**src/rtl/hfilt_pkg.sv**
```systemverilog
package hfilt_pkg;
  typedef enum logic [1:0] {
    OP_LOOKUP = 2'd0,
    OP_INSERT = 2'd1,
    OP_DELETE = 2'd2
  } hf_op_e;

  typedef enum logic [1:0] {
    ST_OK      = 2'd0,
    ST_NOROOM  = 2'd1,
    ST_ABSENT  = 2'd2,
    ST_PRESENT = 2'd3
  } hf_status_e;

  // two shift/xor rounds shared by both hash phases
  function automatic logic [15:0] hf_mix(input logic [15:0] v);
    logic [15:0] t;
    t = v ^ (v >> 3) ^ (v >> 6);
    t = t ^ (t >> 9);
    return t;
  endfunction

  function automatic logic [15:0] hf_hash(input logic [31:0] key);
    logic [15:0] t;
    t = hf_mix(16'h1fff ^ key[31:16]);
    t = hf_mix(t ^ (t << 13) ^ key[15:0]);
    return t;
  endfunction

  // always odd, so every slot of a power-of-two table is reachable
  function automatic logic [15:0] hf_stride(input logic [31:0] key);
    return {key[14:0], 1'b0} - 16'd1;
  endfunction
endpackage

```
**src/rtl/hfilt_store.sv**
```systemverilog
module hfilt_store #(
  parameter int SIZE = 16,
  parameter int MW   = 96,
  parameter int QW   = 8,
  parameter int TW   = 2
) (
  input  logic                    clk,
  input  logic                    rst_n,
  input  logic [$clog2(SIZE)-1:0] rd_idx,
  output logic                    rd_used,
  output logic [TW-1:0]           rd_type,
  output logic [MW-1:0]           rd_match,
  output logic [QW-1:0]           rd_qid,
  input  logic                    wr_en,
  input  logic                    wr_clr,
  input  logic [$clog2(SIZE)-1:0] wr_idx,
  input  logic [TW-1:0]           wr_type,
  input  logic [MW-1:0]           wr_match,
  input  logic [QW-1:0]           wr_qid,
  output logic                    went_empty
);
  localparam int CW = $clog2(SIZE) + 1;

  logic [SIZE-1:0] used;
  logic [TW-1:0]   e_type  [SIZE];
  logic [MW-1:0]   e_match [SIZE];
  logic [QW-1:0]   e_qid   [SIZE];
  logic [CW-1:0]   occ;

  assign rd_used  = used[rd_idx];
  assign rd_type  = e_type[rd_idx];
  assign rd_match = e_match[rd_idx];
  assign rd_qid   = e_qid[rd_idx];

  assign went_empty = wr_en && wr_clr && used[wr_idx] && (occ == CW'(1));

  always_ff @(posedge clk) begin
    if (!rst_n) begin
      used <= '0;
      occ  <= '0;
      for (int i = 0; i < SIZE; i++) begin
        e_type[i]  <= '0;
        e_match[i] <= '0;
        e_qid[i]   <= '0;
      end
    end else if (wr_en) begin
      if (wr_clr) begin
        if (used[wr_idx]) occ <= occ - CW'(1);
        used[wr_idx]    <= 1'b0;
        e_type[wr_idx]  <= '0;
        e_match[wr_idx] <= '0;
        e_qid[wr_idx]   <= '0;
      end else begin
        if (!used[wr_idx]) occ <= occ + CW'(1);
        used[wr_idx]    <= 1'b1;
        e_type[wr_idx]  <= wr_type;
        e_match[wr_idx] <= wr_match;
        e_qid[wr_idx]   <= wr_qid;
      end
    end
  end
endmodule

```
**src/rtl/hfilt_depth.sv**
```systemverilog
module hfilt_depth #(
  parameter int TW       = 2,
  parameter int DW       = 8,
  parameter int FULL_PAD = 1,
  parameter int WILD_PAD = 3
) (
  input  logic                   clk,
  input  logic                   rst_n,
  input  logic                   upd_en,
  input  logic [TW-1:0]          upd_type,
  input  logic [DW-1:0]          upd_depth,
  input  logic                   clr_all,
  output logic [(1<<TW)*DW-1:0]  limits
);
  localparam int NT = 1 << TW;

  logic [DW-1:0] rec [NT];

  always_ff @(posedge clk) begin
    if (!rst_n || clr_all) begin
      for (int i = 0; i < NT; i++) rec[i] <= '0;
    end else if (upd_en && (upd_depth > rec[upd_type])) begin
      rec[upd_type] <= upd_depth;
    end
  end

  for (genvar g = 0; g < NT; g++) begin : g_lim
    if (g % 2 == 1) begin : g_wild
      assign limits[g*DW +: DW] = rec[g] + DW'(WILD_PAD);
    end else begin : g_full
      assign limits[g*DW +: DW] = rec[g] + DW'(FULL_PAD);
    end
  end
endmodule

```
**src/rtl/hfilt_walk.sv**
```systemverilog
module hfilt_walk
  import hfilt_pkg::*;
#(
  parameter int SIZE      = 16,
  parameter int MW        = 96,
  parameter int QW        = 8,
  parameter int TW        = 2,
  parameter int DW        = 8,
  parameter int MAX_PROBE = 200,
  parameter bit TX_TABLE  = 1'b0
) (
  input  logic                    clk,
  input  logic                    rst_n,
  input  logic                    req_valid,
  input  logic [1:0]              req_op,
  input  logic                    req_replace,
  input  logic [31:0]             req_key,
  input  logic [TW-1:0]           req_type,
  input  logic [MW-1:0]           req_match,
  input  logic [QW-1:0]           req_qid,
  output logic                    busy,
  output logic                    done,
  output logic [1:0]              status,
  output logic [$clog2(SIZE)-1:0] res_index,
  output logic [DW-1:0]           res_depth,
  output logic [$clog2(SIZE)-1:0] rd_idx,
  input  logic                    rd_used,
  input  logic [TW-1:0]           rd_type,
  input  logic [MW-1:0]           rd_match,
  input  logic [QW-1:0]           rd_qid,
  output logic                    wr_en,
  output logic                    wr_clr,
  output logic [TW-1:0]           wr_type,
  output logic [MW-1:0]           wr_match,
  output logic [QW-1:0]           wr_qid,
  output logic                    upd_en,
  output logic [DW-1:0]           upd_depth,
  output logic                    probe_hit,
  output logic                    probe_quit
);
  localparam int IW = $clog2(SIZE);

  logic          active;
  hf_op_e        l_op;
  logic          l_rep;
  logic [TW-1:0] l_type;
  logic [MW-1:0] l_match;
  logic [QW-1:0] l_qid;
  logic [IW-1:0] l_step;
  logic [IW-1:0] cur;
  logic [DW-1:0] depth;
  logic          same;
  hf_status_e    fin_st;

  assign busy   = active;
  assign rd_idx = cur;

  assign same = rd_used && (rd_type == l_type) && (rd_match == l_match) &&
                (!TX_TABLE || (rd_qid == l_qid));

  assign probe_hit  = active && (rd_used ? same : (l_op == OP_INSERT));
  assign probe_quit = active && !probe_hit && (depth == DW'(MAX_PROBE));

  always_comb begin
    wr_en  = 1'b0;
    wr_clr = 1'b0;
    if (probe_hit) begin
      if (l_op == OP_INSERT && (!rd_used || l_rep)) wr_en = 1'b1;
      if (l_op == OP_DELETE) begin
        wr_en  = 1'b1;
        wr_clr = 1'b1;
      end
    end
  end

  assign wr_type   = l_type;
  assign wr_match  = l_match;
  assign wr_qid    = l_qid;
  assign upd_en    = wr_en && !wr_clr;
  assign upd_depth = depth;

  always_comb begin
    if (probe_quit)
      fin_st = (l_op == OP_INSERT) ? ST_NOROOM : ST_ABSENT;
    else if (l_op == OP_INSERT && rd_used && !l_rep)
      fin_st = ST_PRESENT;
    else
      fin_st = ST_OK;
  end

  always_ff @(posedge clk) begin
    if (!rst_n) begin
      active    <= 1'b0;
      done      <= 1'b0;
      status    <= 2'd0;
      res_index <= '0;
      res_depth <= '0;
      l_op      <= OP_LOOKUP;
      l_rep     <= 1'b0;
      l_type    <= '0;
      l_match   <= '0;
      l_qid     <= '0;
      l_step    <= '0;
      cur       <= '0;
      depth     <= '0;
    end else begin
      done <= 1'b0;
      if (!active) begin
        if (req_valid) begin
          active  <= 1'b1;
          l_op    <= hf_op_e'(req_op);
          l_rep   <= req_replace;
          l_type  <= req_type;
          l_match <= req_match;
          l_qid   <= req_qid;
          cur     <= IW'(hf_hash(req_key));
          l_step  <= IW'(hf_stride(req_key));
          depth   <= DW'(1);
        end
      end else if (probe_hit || probe_quit) begin
        active    <= 1'b0;
        done      <= 1'b1;
        status    <= fin_st;
        res_index <= cur;
        res_depth <= depth;
      end else begin
        cur   <= cur + l_step;
        depth <= depth + DW'(1);
      end
    end
  end
endmodule

```
**src/rtl/hfilt_probe_engine.sv**
```systemverilog
module hfilt_probe_engine #(
  parameter int SIZE      = 16,
  parameter int MW        = 96,
  parameter int QW        = 8,
  parameter int TW        = 2,
  parameter int DW        = 8,
  parameter int MAX_PROBE = 200,
  parameter int FULL_PAD  = 1,
  parameter int WILD_PAD  = 3,
  parameter bit TX_TABLE  = 1'b0
) (
  input  logic                    clk,
  input  logic                    rst_n,
  input  logic                    req_valid,
  input  logic [1:0]              req_op,
  input  logic                    req_replace,
  input  logic [31:0]             req_key,
  input  logic [TW-1:0]           req_type,
  input  logic [MW-1:0]           req_match,
  input  logic [QW-1:0]           req_qid,
  output logic                    busy,
  output logic                    done,
  output logic [1:0]              status,
  output logic [$clog2(SIZE)-1:0] res_index,
  output logic [DW-1:0]           res_depth,
  output logic [(1<<TW)*DW-1:0]   search_limit
);
  localparam int IW = $clog2(SIZE);

  logic [IW-1:0] rd_idx;
  logic          rd_used;
  logic [TW-1:0] rd_type;
  logic [MW-1:0] rd_match;
  logic [QW-1:0] rd_qid;
  logic          wr_en, wr_clr;
  logic [TW-1:0] wr_type;
  logic [MW-1:0] wr_match;
  logic [QW-1:0] wr_qid;
  logic          upd_en;
  logic [DW-1:0] upd_depth;
  logic          went_empty;
  logic          probe_hit, probe_quit;

  hfilt_walk #(
    .SIZE(SIZE), .MW(MW), .QW(QW), .TW(TW), .DW(DW),
    .MAX_PROBE(MAX_PROBE), .TX_TABLE(TX_TABLE)
  ) u_walk (
    .clk(clk), .rst_n(rst_n),
    .req_valid(req_valid), .req_op(req_op), .req_replace(req_replace),
    .req_key(req_key), .req_type(req_type), .req_match(req_match), .req_qid(req_qid),
    .busy(busy), .done(done), .status(status),
    .res_index(res_index), .res_depth(res_depth),
    .rd_idx(rd_idx), .rd_used(rd_used), .rd_type(rd_type),
    .rd_match(rd_match), .rd_qid(rd_qid),
    .wr_en(wr_en), .wr_clr(wr_clr), .wr_type(wr_type),
    .wr_match(wr_match), .wr_qid(wr_qid),
    .upd_en(upd_en), .upd_depth(upd_depth),
    .probe_hit(probe_hit), .probe_quit(probe_quit)
  );

  hfilt_store #(.SIZE(SIZE), .MW(MW), .QW(QW), .TW(TW)) u_store (
    .clk(clk), .rst_n(rst_n),
    .rd_idx(rd_idx), .rd_used(rd_used), .rd_type(rd_type),
    .rd_match(rd_match), .rd_qid(rd_qid),
    .wr_en(wr_en), .wr_clr(wr_clr), .wr_idx(rd_idx),
    .wr_type(wr_type), .wr_match(wr_match), .wr_qid(wr_qid),
    .went_empty(went_empty)
  );

  hfilt_depth #(.TW(TW), .DW(DW), .FULL_PAD(FULL_PAD), .WILD_PAD(WILD_PAD)) u_depth (
    .clk(clk), .rst_n(rst_n),
    .upd_en(upd_en), .upd_type(wr_type), .upd_depth(upd_depth),
    .clr_all(went_empty), .limits(search_limit)
  );
endmodule

```
**config.mk**
```make
export PLATFORM = sky130hd
export DESIGN_NAME = hfilt_probe_engine
export DESIGN_NICKNAME = d
export VERILOG_FILES = /design/src/rtl/hfilt_pkg.sv /design/src/rtl/hfilt_store.sv /design/src/rtl/hfilt_depth.sv /design/src/rtl/hfilt_walk.sv /design/src/rtl/hfilt_probe_engine.sv
export SDC_FILE = /design/constraint.sdc
export NUM_CORES = 2
export LEC_CHECK = 0
export BUFFER_PORTS_ARGS = -buffer_cell sky130_fd_sc_hd__buf_2
export CELL_PAD_IN_SITES_DETAIL_PLACEMENT = 0
export CELL_PAD_IN_SITES_GLOBAL_PLACEMENT = 2
export CORE_ASPECT_RATIO = 1.5
export CORE_MARGIN = 2
export CORE_UTILIZATION = 40
export DETAILED_ROUTE_END_ITERATION = 7
export GPL_TIMING_DRIVEN = 0
export PLACE_DENSITY = 0.82
export SETUP_SLACK_MARGIN = 0.3
export SYNTH_ARGS = -nofsm -noshare
export SYNTH_HDL_FRONTEND = slang
export SYNTH_HIERARCHICAL = 1
export SYNTH_SLANG_ARGS = --single-unit
export TNS_END_PERCENT = 20
```
**constraint.sdc**
```tcl
create_clock -name clk -period 8.05 [get_ports clk]
set_input_delay 1.61 -clock clk [delete_from_list [all_inputs] [get_ports clk]]
set_output_delay 1.61 -clock clk [all_outputs]
set_load 0.02 [all_outputs]
```
==> metrics.md <==
| Metric | Value |
|---|---|
| Status | `finished, final reports clean` |
| IO buf count | `183` |
| # hold bufs at CTS | `0` |
| WS Path Type | `reg -> reg` |
| Total gr overflow | `0` |
| DRC errors left | `0` |
| Busiest grt layer | `met2` |
| Pwr/cell area | `257 mW/mm²` |
| Initial DRT Pass Iterations | `6` |
| GR Layer Usage met1 | `31.8%` |
| Largest net degree at the start of global routing | `46` |
| Worst-margin pin slew | `1.28 ns` |
| Final hold vios | `0` |
| Hold-critical path depth | `2` |
| DRT Wirelength | `256 mm` |
| Ys Warns | `6` |
| Clock slew at reported path FFs | `0.06 ns` |
| R2R Path Start | `u_walk/rd_idx[0]` |
| Met2 Usage GRT | `43.6%` |
| Fin crit share | `97.3%` |
| Clock buffer depth | `3` |
| Die height | `540 µm` |
| Max cap viols | `0` |
| Clock buffer count from CTS | `167` |
| Syn-to-layout area delta | `14.6%` |
| GRT Util Overall | `26.1%` |
| Fill cell count | `16800` |
| Root Buffer Master | `clkbuf_16` |
| Slew Limit Headroom | `14.6%` |
| R2r endpoint | `u_store/e_match[0][87]` |
| Leak Pwr | `28.2 nW` |
| Max incr delay on CP | `0.57 ns` |
| Clock sinks | `1754` |
| First-pass GRT wire length | `359 mm` |
| Initial antenna violation count | `18` |
| Number of global-route vias before repair | `49200` |
| Die width | `361 µm` |
| FMAX | `0.128 GHz` |
| Core area | `0.190 mm²` |
| Max Clock Skew | `0.0392 ns` |
| Num rows | `196` |
| Final Util | `46.2%` |
| Crit-path max FO | `43` |
| CP top delay family | `buffers and inverters` |
| Crit start category | `register` |
| Post-route ant nets | `0` |
| DPL Wire Length | `172 mm` |
| Buf+Inv Stages, Crit Path | `10` |
| Max IR drop VDD | `0.000243 V` |
| Full die area | `0.195 mm²` |
| Worst Path Arrival | `8.30 ns` |
| Crit path cell chain | `clkbuf_1 -> clkbuf_2 -> buf_8 -> buf_2 -> mux4_2 -> mux4_2 -> xnor2_1 -> nand2_1 -> nor4_1 -> nand4_1 -> nor3_4 -> buf_4 -> o21ai_0 -> a21oi_1 -> clkbuf_2 -> nor3b_4 -> buf_12 -> nand2_4 -> clkbuf_2 -> clkbuf_1 -> nand2_4 -> buf_16` |
| Data required time of the worst path | `8.52 ns` |
| Hold_ws | `0.460 ns` |
| Hold endpoint | `u_walk/res_depth[0]` |
| Avg WL per Cell | `30.5 µm` |
| Syn Area/Cell | `14.2 µm²` |
| RSZ-0062 raised after global routing | `true` |
| Final min period | `7.83 ns` |
| Initial Utilization | `40.3%` |
| Worst Setup End Kind | `register` |
| R2r worst-path depth | `22` |
| Layout cells sized above 1 | `20.6%` |
| Iteration-0 DRC Markers | `5682` |
| Synth Net Count | `5548` |
| Met3 global-route usage | `5.18%` |
| Endpoints failing setup | `0` |
| Final nets | `5958` |
| Worst Hold Class | `reg -> reg` |
| Most frequent cell on the critical path | `clkbuf_2` |
| Top-Level Pins | `192` |
| Total power | `22.5 mW` |
| Final slew viol count | `0` |
| CTS tree | `yes` |
| Register-to-Register Setup Slack | `0.22 ns` |
| Mapped cell area | `0.0766 mm²` |
| Hold Path Origin | `u_walk/res_depth[0]` |
| Critical path's slowest cell | `mux4_2` |
| Routed vias | `49100` |
| Syn Inst Count | `5382` |
| Worst skew pair latency | `0.84 ns` |
| Vias/cell | `5.84` |
| GP Congestion | `0.899` |
| H-tree lvl count | `4` |
## power breakdown
part	switching (mW)	internal, mW
registers	0.158	10.2
clock network	3.50	4.29
logic	2.59	1.75
total	6.25	16.3
## what timing repair did
item	in CTS	in global routing
pin swaps	6	7
buffers inserted	5	7
gates resized for setup	163	32
cloned	8	4
endpoints found under the setup margin	3218	1753
## tightest hold or removal path, delay by kind of cell, from the launching register on
family	cells	cell delay [ns]
flip-flops	1	0.31
multiplexers	1	0.05
AND/OR/NAND/NOR	1	0.05
## placed cells by master, fill, tap and decap left out, types with 25 or more instances in the layout
master / count
buf_1: 26
nand2_1: 401
o21ai_0: 26
mux4_2: 508
clkinv_2: 25
a21oi_1: 108
xnor2_1: 107
buf_2: 227
dfxtp_1: 154
a21oi_2: 25
edfxtp_1: 1600
nand4_1: 33
clkinv_1: 28
buf_16: 29
nand3_1: 29
clkbuf_1: 363
inv_1: 36
clkbuf_2: 53
nor2_1: 1588
clkbuf_16: 172
buf_4: 29
## cell type report
type	instances	area (µm²)	area share (%)
Antenna cell	4	10.0	0.0114
Buffer	479	2110	2.41
Clock buffer	225	4560	5.20
Clock inverter	78	741	0.844
Inverter	38	143	0.163
Multi-Input combinational cell	3122	24000	27.3
Sequential cell	1754	51100	58.3
Tap cell	2475	3100	3.53
Timing Repair Buffer	230	1950	2.22
## registers in the layout, indices dropped and copies added, names as in the netlist, 4 cells and up, named ones only
name,cells
u_walk/res_index,4
u_store/e_match,1536
u_walk/wr_match,96
u_walk/rd_idx,4
u_store/occ,5
u_walk/res_depth,8
u_walk/upd_depth,8
u_walk/l_step,4
u_depth/rec,32
u_store/e_type,32
## layer usage
metal	share of wire, %	up-vias	routed length (µm)
li1	-	20400	-
met1	35	25400	90300
met2	49	2780	126000
met3	9.6	604	24700
met4	5.8	10	15000
met5	0.026	-	66
## metrics by stage
step                TNS [ns]  std cells  area [µm²]  setup slack [ns]
floorplan                  0       5382       76600             0.269
global placement           -       8040       80600             -7.13
detailed placement  -5798.71       8074       81600             -3.14
CTS                        0       8390       87600            0.0929
global route               0       8404       87700             0.118
finish                     0       8405       87700             0.221
## worst max path at each step
stage	start	to	slack, ns	depth (start not counted)
floorplan	u_walk/rd_idx[0]	u_store/e_match[5][0]	0.27	18
global placement	u_walk/rd_idx[0]	u_store/e_match[0][30]	-7.13	18
detailed placement	u_walk/rd_idx[1]	u_store/e_match[1][29]	-3.14	19
CTS	u_walk/rd_idx[0]	u_depth/rec[3][1]	0.09	18
global route	u_walk/rd_idx[0]	u_store/e_match[0][87]	0.12	22
finish	u_walk/rd_idx[0]	u_store/e_match[0][87]	0.22	22
Note: power is estimated with default switching activity, not from simulation.
